File: src/rtl/rpc_pkg.sv
package rpc_pkg;

  typedef enum logic [2:0] {
    ST_FULLRST = 3'd0,
    ST_WAITRST = 3'd1,
    ST_OPRST   = 3'd2,
    ST_RUN     = 3'd3,
    ST_NAP     = 3'd4,
    ST_HALT    = 3'd5,
    ST_WAITRUN = 3'd6
  } pstate_e;

  function automatic logic is_wait(input pstate_e s);
    return (s == ST_WAITRST) || (s == ST_WAITRUN);
  endfunction

endpackage

File: src/rtl/rpc_sync.sv
module rpc_sync #(
  parameter int WIDTH  = 2,
  parameter int STAGES = 2,
  parameter logic [WIDTH-1:0] RST_VAL = '1
) (
  input  logic             clk,
  input  logic             rst_n,
  input  logic [WIDTH-1:0] din,
  output logic [WIDTH-1:0] dout
);
  localparam int CHAIN_W = WIDTH * STAGES;

  logic [CHAIN_W-1:0] chain_q;

  always_ff @(posedge clk or negedge rst_n) begin
    if (!rst_n) chain_q <= {STAGES{RST_VAL}};
    else        chain_q <= {chain_q[CHAIN_W-WIDTH-1:0], din};
  end

  assign dout = chain_q[CHAIN_W-1 -: WIDTH];
endmodule

File: src/rtl/rpc_stab_timer.sv
module rpc_stab_timer #(
  parameter int CNT_W = 16
) (
  input  logic             clk,
  input  logic             rst_n,
  input  logic             load,
  input  logic [CNT_W-1:0] load_val,
  input  logic             active,
  output logic             expire
);
  logic [CNT_W-1:0] cnt_q;
  logic             armed_q;

  assign expire = armed_q && active && (cnt_q == '0);

  always_ff @(posedge clk or negedge rst_n) begin
    if (!rst_n) begin
      cnt_q   <= '0;
      armed_q <= 1'b0;
    end else if (load) begin
      cnt_q   <= load_val;
      armed_q <= 1'b1;
    end else if (!active || expire) begin
      armed_q <= 1'b0;
    end else if (cnt_q != '0) begin
      cnt_q <= cnt_q - 1'b1;
    end
  end
endmodule

File: src/rtl/rpc_fsm.sv
module rpc_fsm
  import rpc_pkg::*;
(
  input  logic    clk,
  input  logic    rst_n,
  input  logic    full_req,
  input  logic    rst_req,
  input  logic    halt_req,
  input  logic    nap_req,
  input  logic    wake_irq,
  input  logic    expire,
  output pstate_e state_q,
  output logic    load_timer,
  output logic    wait_active,
  output logic    hiz_q
);
  pstate_e nxt;

  // Fixed priority: full reset, expiry, op reset, interrupt, stop, sleep
  always_comb begin
    nxt = state_q;
    if (full_req) begin
      nxt = ST_FULLRST;
    end else begin
      unique case (state_q)
        ST_FULLRST: nxt = ST_WAITRST;
        ST_WAITRST: if (expire) nxt = ST_OPRST;
        ST_WAITRUN: begin
          if (expire)       nxt = ST_RUN;
          else if (rst_req) nxt = ST_WAITRST;
        end
        ST_OPRST:   if (!rst_req) nxt = ST_RUN;
        ST_RUN: begin
          if (rst_req)       nxt = ST_OPRST;
          else if (halt_req) nxt = ST_HALT;
          else if (nap_req)  nxt = ST_NAP;
        end
        ST_NAP: begin
          if (rst_req)       nxt = ST_OPRST;
          else if (wake_irq) nxt = ST_RUN;
        end
        ST_HALT: begin
          if (rst_req)       nxt = ST_WAITRST;
          else if (wake_irq) nxt = ST_WAITRUN;
        end
        default:             nxt = ST_FULLRST;
      endcase
    end
  end

  assign load_timer  = is_wait(nxt) && (nxt != state_q);
  assign wait_active = is_wait(state_q);

  always_ff @(posedge clk or negedge rst_n) begin
    if (!rst_n) begin
      state_q <= ST_FULLRST;
      hiz_q   <= 1'b0;
    end else begin
      state_q <= nxt;
      if (nxt == ST_HALT)                           hiz_q <= 1'b1;
      else if (nxt == ST_WAITRST || nxt == ST_RUN)  hiz_q <= 1'b0;
    end
  end
endmodule

File: src/rtl/rpc_outdec.sv
module rpc_outdec
  import rpc_pkg::*;
(
  input  pstate_e state,
  output logic    full_rst,
  output logic    op_rst,
  output logic    pll_en,
  output logic    clk_en
);
  always_comb begin
    full_rst = 1'b0;
    op_rst   = 1'b0;
    pll_en   = 1'b1;
    clk_en   = 1'b0;
    unique case (state)
      ST_FULLRST: begin full_rst = 1'b1; op_rst = 1'b1; pll_en = 1'b0; clk_en = 1'b1; end
      ST_WAITRST: begin op_rst = 1'b1; end
      ST_OPRST:   begin op_rst = 1'b1; clk_en = 1'b1; end
      ST_RUN:     begin clk_en = 1'b1; end
      ST_HALT:    begin pll_en = 1'b0; end
      default:    begin end
    endcase
  end
endmodule

File: src/rtl/rpc_ctrl.sv
module rpc_ctrl
  import rpc_pkg::*;
#(
  parameter int CNT_W       = 16,
  parameter int SYNC_STAGES = 2
) (
  input  logic             clk,
  input  logic             por_n,
  input  logic             full_rst_pin_n,
  input  logic             op_rst_pin_n,
  input  logic             sw_rst_req,
  input  logic             stop_req,
  input  logic             sleep_req,
  input  logic             wake_irq,
  input  logic [CNT_W-1:0] wait_cycles,
  output logic             full_rst_o,
  output logic             op_rst_o,
  output logic             pll_en_o,
  output logic             core_clk_en_o,
  output logic             pin_hiz_o,
  output logic [2:0]       state_o
);
  localparam int NPINS = 2;

  logic [NPINS-1:0] pins_sync;
  logic full_req, rst_req, expire, load_timer, wait_active;
  pstate_e state_q;

  rpc_sync #(.WIDTH(NPINS), .STAGES(SYNC_STAGES), .RST_VAL('1)) u_sync (
    .clk  (clk),
    .rst_n(por_n),
    .din  ({full_rst_pin_n, op_rst_pin_n}),
    .dout (pins_sync)
  );

  assign full_req = ~pins_sync[1];
  assign rst_req  = ~pins_sync[0] | sw_rst_req;

  rpc_stab_timer #(.CNT_W(CNT_W)) u_timer (
    .clk     (clk),
    .rst_n   (por_n),
    .load    (load_timer),
    .load_val(wait_cycles),
    .active  (wait_active),
    .expire  (expire)
  );

  rpc_fsm u_fsm (
    .clk        (clk),
    .rst_n      (por_n),
    .full_req   (full_req),
    .rst_req    (rst_req),
    .halt_req   (stop_req),
    .nap_req    (sleep_req),
    .wake_irq   (wake_irq),
    .expire     (expire),
    .state_q    (state_q),
    .load_timer (load_timer),
    .wait_active(wait_active),
    .hiz_q      (pin_hiz_o)
  );

  rpc_outdec u_dec (
    .state   (state_q),
    .full_rst(full_rst_o),
    .op_rst  (op_rst_o),
    .pll_en  (pll_en_o),
    .clk_en  (core_clk_en_o)
  );

  assign state_o = state_q;
endmodule

File: config.mk
export PLATFORM = sky130hd
export DESIGN_NAME = rpc_ctrl
export DESIGN_NICKNAME = d
export VERILOG_FILES = /design/src/rtl/rpc_pkg.sv /design/src/rtl/rpc_sync.sv /design/src/rtl/rpc_stab_timer.sv /design/src/rtl/rpc_fsm.sv /design/src/rtl/rpc_outdec.sv /design/src/rtl/rpc_ctrl.sv
export SDC_FILE = /design/constraint.sdc
export NUM_CORES = 1
export LEC_CHECK = 0
export CAP_MARGIN = 20
export CORE_ASPECT_RATIO = 0.8
export CORE_MARGIN = 4
export CORE_UTILIZATION = 40
export CTS_CLUSTER_DIAMETER = 60
export DETAILED_ROUTE_END_ITERATION = 16
export DONT_BUFFER_PORTS = 1
export PLACE_DENSITY = 0.57
export REMOVE_ABC_BUFFERS = 1
export SLEW_MARGIN = 10
export SYNTH_ARGS = -nofsm -noshare
export SYNTH_HDL_FRONTEND = slang
export SYNTH_HIERARCHICAL = 1
export SYNTH_SLANG_ARGS = --single-unit
File: constraint.sdc
create_clock -name clk -period 3.9 [get_ports clk]
set_input_delay 0.78 -clock clk [delete_from_list [all_inputs] [get_ports clk]]
set_output_delay 0.78 -clock clk [all_outputs]
set_load 0.02 [all_outputs]
==> results.sh <==
export IMPL_status="completed"
export IMPL_place_area_mm2=0.001765
export IMPL_core_area_mm2=0.004204
export IMPL_synth_simple_gate_area_share_pct=29.38
export IMPL_leakage_nw=0.6835
export IMPL_grt_pass1_wl_mm=6.472
export IMPL_port_buffers=0
export IMPL_synthFlopType="dfrtp_1"
export IMPL_timing_final_crit_share_pct=88.45
export IMPL_die_width_um=81.78
export IMPL_use_met2_pct=20.06
export IMPL_postRouteAntennaNets=0
export IMPL_postSynth_asyncResetShare_pct=100.0
export IMPL_n_fill_cell=439
export IMPL_synth_top_family_by_area="simple AND/OR/NAND/NOR gates"
export IMPL_relSlewSlack_pct=56.71
export IMPL_crit_end="u_timer/cnt_q[15]"
export IMPL_nets=230
export IMPL_tightestPinTransition_ns=0.6444
export IMPL_cts_buffers=3
export IMPL_arrival_ns=3.64
export IMPL_vias=1539
export IMPL_post_cts_buffers=0
export IMPL_r2r_setup_slack_ns=0.45
export IMPL_dieArea_mm2=0.005481
export IMPL_synth_compound_area_share_pct=21.48
export IMPL_grt_pass1_vias=1341
export IMPL_hold_class="in -> async"
export IMPL_drt_pass1_iter_count=4
export IMPL_cts_max_path_buffers=2
export IMPL_viasPerCell=5.897
export IMPL_antenna_found_initial=0
export IMPL_htree_levels=1
export IMPL_rsz0062_at_grt="no"
export IMPL_syn_instance_count=204
export IMPL_worst_path_max_fanout=14
export IMPL_fmax_mhz=289.9
export IMPL_cts_sinks=25
export IMPL_place_ws_ns=0.3698
export IMPL_tns_ns=0
export IMPL_yosys_area_share_adder_pct=0.7184
export IMPL_setup_viol=0
export IMPL_worstSkewPairLatency_ns=0.27
export IMPL_grt_busiest_layer="met1"
export IMPL_use_met1_pct=22.75
export IMPL_p_per_area_mw_per_mm2=359.7
export IMPL_timing_rr_start="u_timer/cnt_q[0]"
export IMPL_worst_clock_skew_ns=0.005936
export IMPL_yosysSeqAreaShare_pct=36.21
export IMPL_synthDistinctLibCells=52
export IMPL_rows=21
export IMPL_grt_start_max_net_pins=26
export IMPL_syn_area_per_cell_um2=8.538
export IMPL_drive_gt1_share_pct=13.73
export IMPL_synth_edf_count=0
export IMPL_drv_slew=0
export IMPL_die_h_um=67.02
export IMPL_cts_tree="yes"
export IMPL_synth_mux_area_share_pct=1.796
export IMPL_start_util_pct=41.43
export IMPL_worst_r2r_path_depth=15
export IMPL_synth_xor_area_share_pct=1.006
export IMPL_p_total_uw=652.2
export IMPL_grt_use_total_pct=15.17
export IMPL_critPathKind="reg -> reg"
export IMPL_grt_use_met3_pct=5.270
export IMPL_overflow=0
export IMPL_critPathRequiredTime_ns=4.09
export IMPL_finalHoldViolations=0
export IMPL_antennaDiodeCount=0
export IMPL_layout_common_cells="nor2_1 (21), dfrtp_1 (21), nand2_1 (15)"
export IMPL_routed_wirelength_mm=3.983
export IMPL_postLayoutCellArea_mm2=0.001813
export IMPL_io_pins=32
export IMPL_worst_slack_ns=0.4505
export IMPL_clk_pin_slew_ns=0.09
export IMPL_drt_iter0_drc=123
export IMPL_place_congestion=0.8190
export IMPL_reg2reg_to="u_timer/cnt_q[15]"
export IMPL_yosys_warnings=6
export IMPL_wire_per_inst_um=15.26
export IMPL_syn_to_final_growth_pct=4.095
export IMPL_cts_resized=0
export IMPL_cts_hold_buf=0
export IMPL_endpoint_kind="flip-flop"
export IMPL_period_minus_slack_ns=3.449
export IMPL_place_hpwl_mm=2.934
export IMPL_cp_start_kind="flip-flop"
export IMPL_root_buffer="clkbuf_8"
export IMPL_startpoint="u_timer/cnt_q[0]"
export IMPL_drv_cap=0
export IMPL_max_vdd_ir_drop_mv=0.2000
export IMPL_post_route_drc_count=0
export IMPL_synth_area_mm2=0.001742
export IMPL_ys_seq_elements=25
[power breakdown]
group	switching (mW)	internal (mW)
combinational	0.0770	0.0682
sequential	0.0490	0.302
clock	0.0827	0.0732
[cell usage after synthesis, drive strengths merged, types with 3 or more instances]
library cell	instances	area [µm²]
nand2b	5	31.28
dfstp	4	105.1
o21ai	14	70.06
a31oi	9	56.30
clkbuf	4	35.04
a21oi	10	50.05
nor2b	4	27.53
or4	9	73.82
o31ai	3	22.52
nor3	6	30.03
or3	5	32.53
nor4	6	43.79
nand2	15	56.30
a211o	3	26.28
nand3	7	35.03
inv	11	41.29
nor2	22	82.58
dfrtp	21	525.5
buf	10	87.58
nand4	7	43.79
[cells by family after synthesis]
logic type / count (synthesis)
AND/OR/NAND/NOR: 93
AO/OA/AOI/OAI: 55
buffers and inverters: 25
flip-flops: 25
multiplexers: 3
XOR/XNOR: 2
adder cells (fa/ha/maj): 1
[registers in the layout (all words and copies together) (netlist names)]
signal           count
u_timer/armed_q      1
u_fsm/hiz_q          1
u_timer/cnt_q       16
u_fsm/state_q        3
u_sync/chain_q       4
[final cells by class]
type                    count  area, µm²  share of cell area (%)
multi-input cells         154      949.7                   52.38
flip-flops and latches     25      630.6                   34.78
repair buffers             10      75.07                   4.141
well taps                  57      71.32                   3.934
clock buffers               4      45.04                   2.484
inverters                  11      41.29                   2.277
[metal layers]
metal | vias up | routed length, µm
met5 | - | 0
met4 | 0 | 49
met3 | 7 | 263
met2 | 36 | 1630
met1 | 732 | 2039
li1 | 764 | -
[stage by stage]
stage	hold slack [ns]	utilization (%)	std cells
after floorplan	0.3452	-	190
after global placement	0.3464	41.99	257
after detailed placement	0.3501	41.99	257
after CTS	0.1850	43.07	261
after global routing	0.1767	43.13	261
final	0.1893	43.13	261
[how the worst min path moves through the flow]
stage | from | end | depth (start not counted)
2_1_floorplan | u_sync/chain_q[0] | u_sync/chain_q[2] | 0
3_3_place_gp | u_sync/chain_q[1] | u_sync/chain_q[3] | 0
3_5_place_dp | u_sync/chain_q[0] | u_sync/chain_q[2] | 0
4_1_cts | por_n | u_timer/cnt_q[11] | 0
5_1_grt | por_n | u_timer/cnt_q[2] | 0
6_report | por_n | u_timer/cnt_q[11] | 0
[critical path, stage by stage (launching register included)]
cell	delay, ns
dfrtp_1	0.40
inv_1	0.10
ha_1	0.20
nor3b_1	0.19
buf_4	0.17
nand4_1	0.15
nor2_2	0.30
nor2b_1	0.22
nor2_1	0.06
o311ai_1	0.44
nor2_1	0.12
a32o_1	0.24
inv_1	0.32
buf_4	0.24
nor2_1	0.05
a31oi_1	0.15
(Power assumes the default switching activity.)
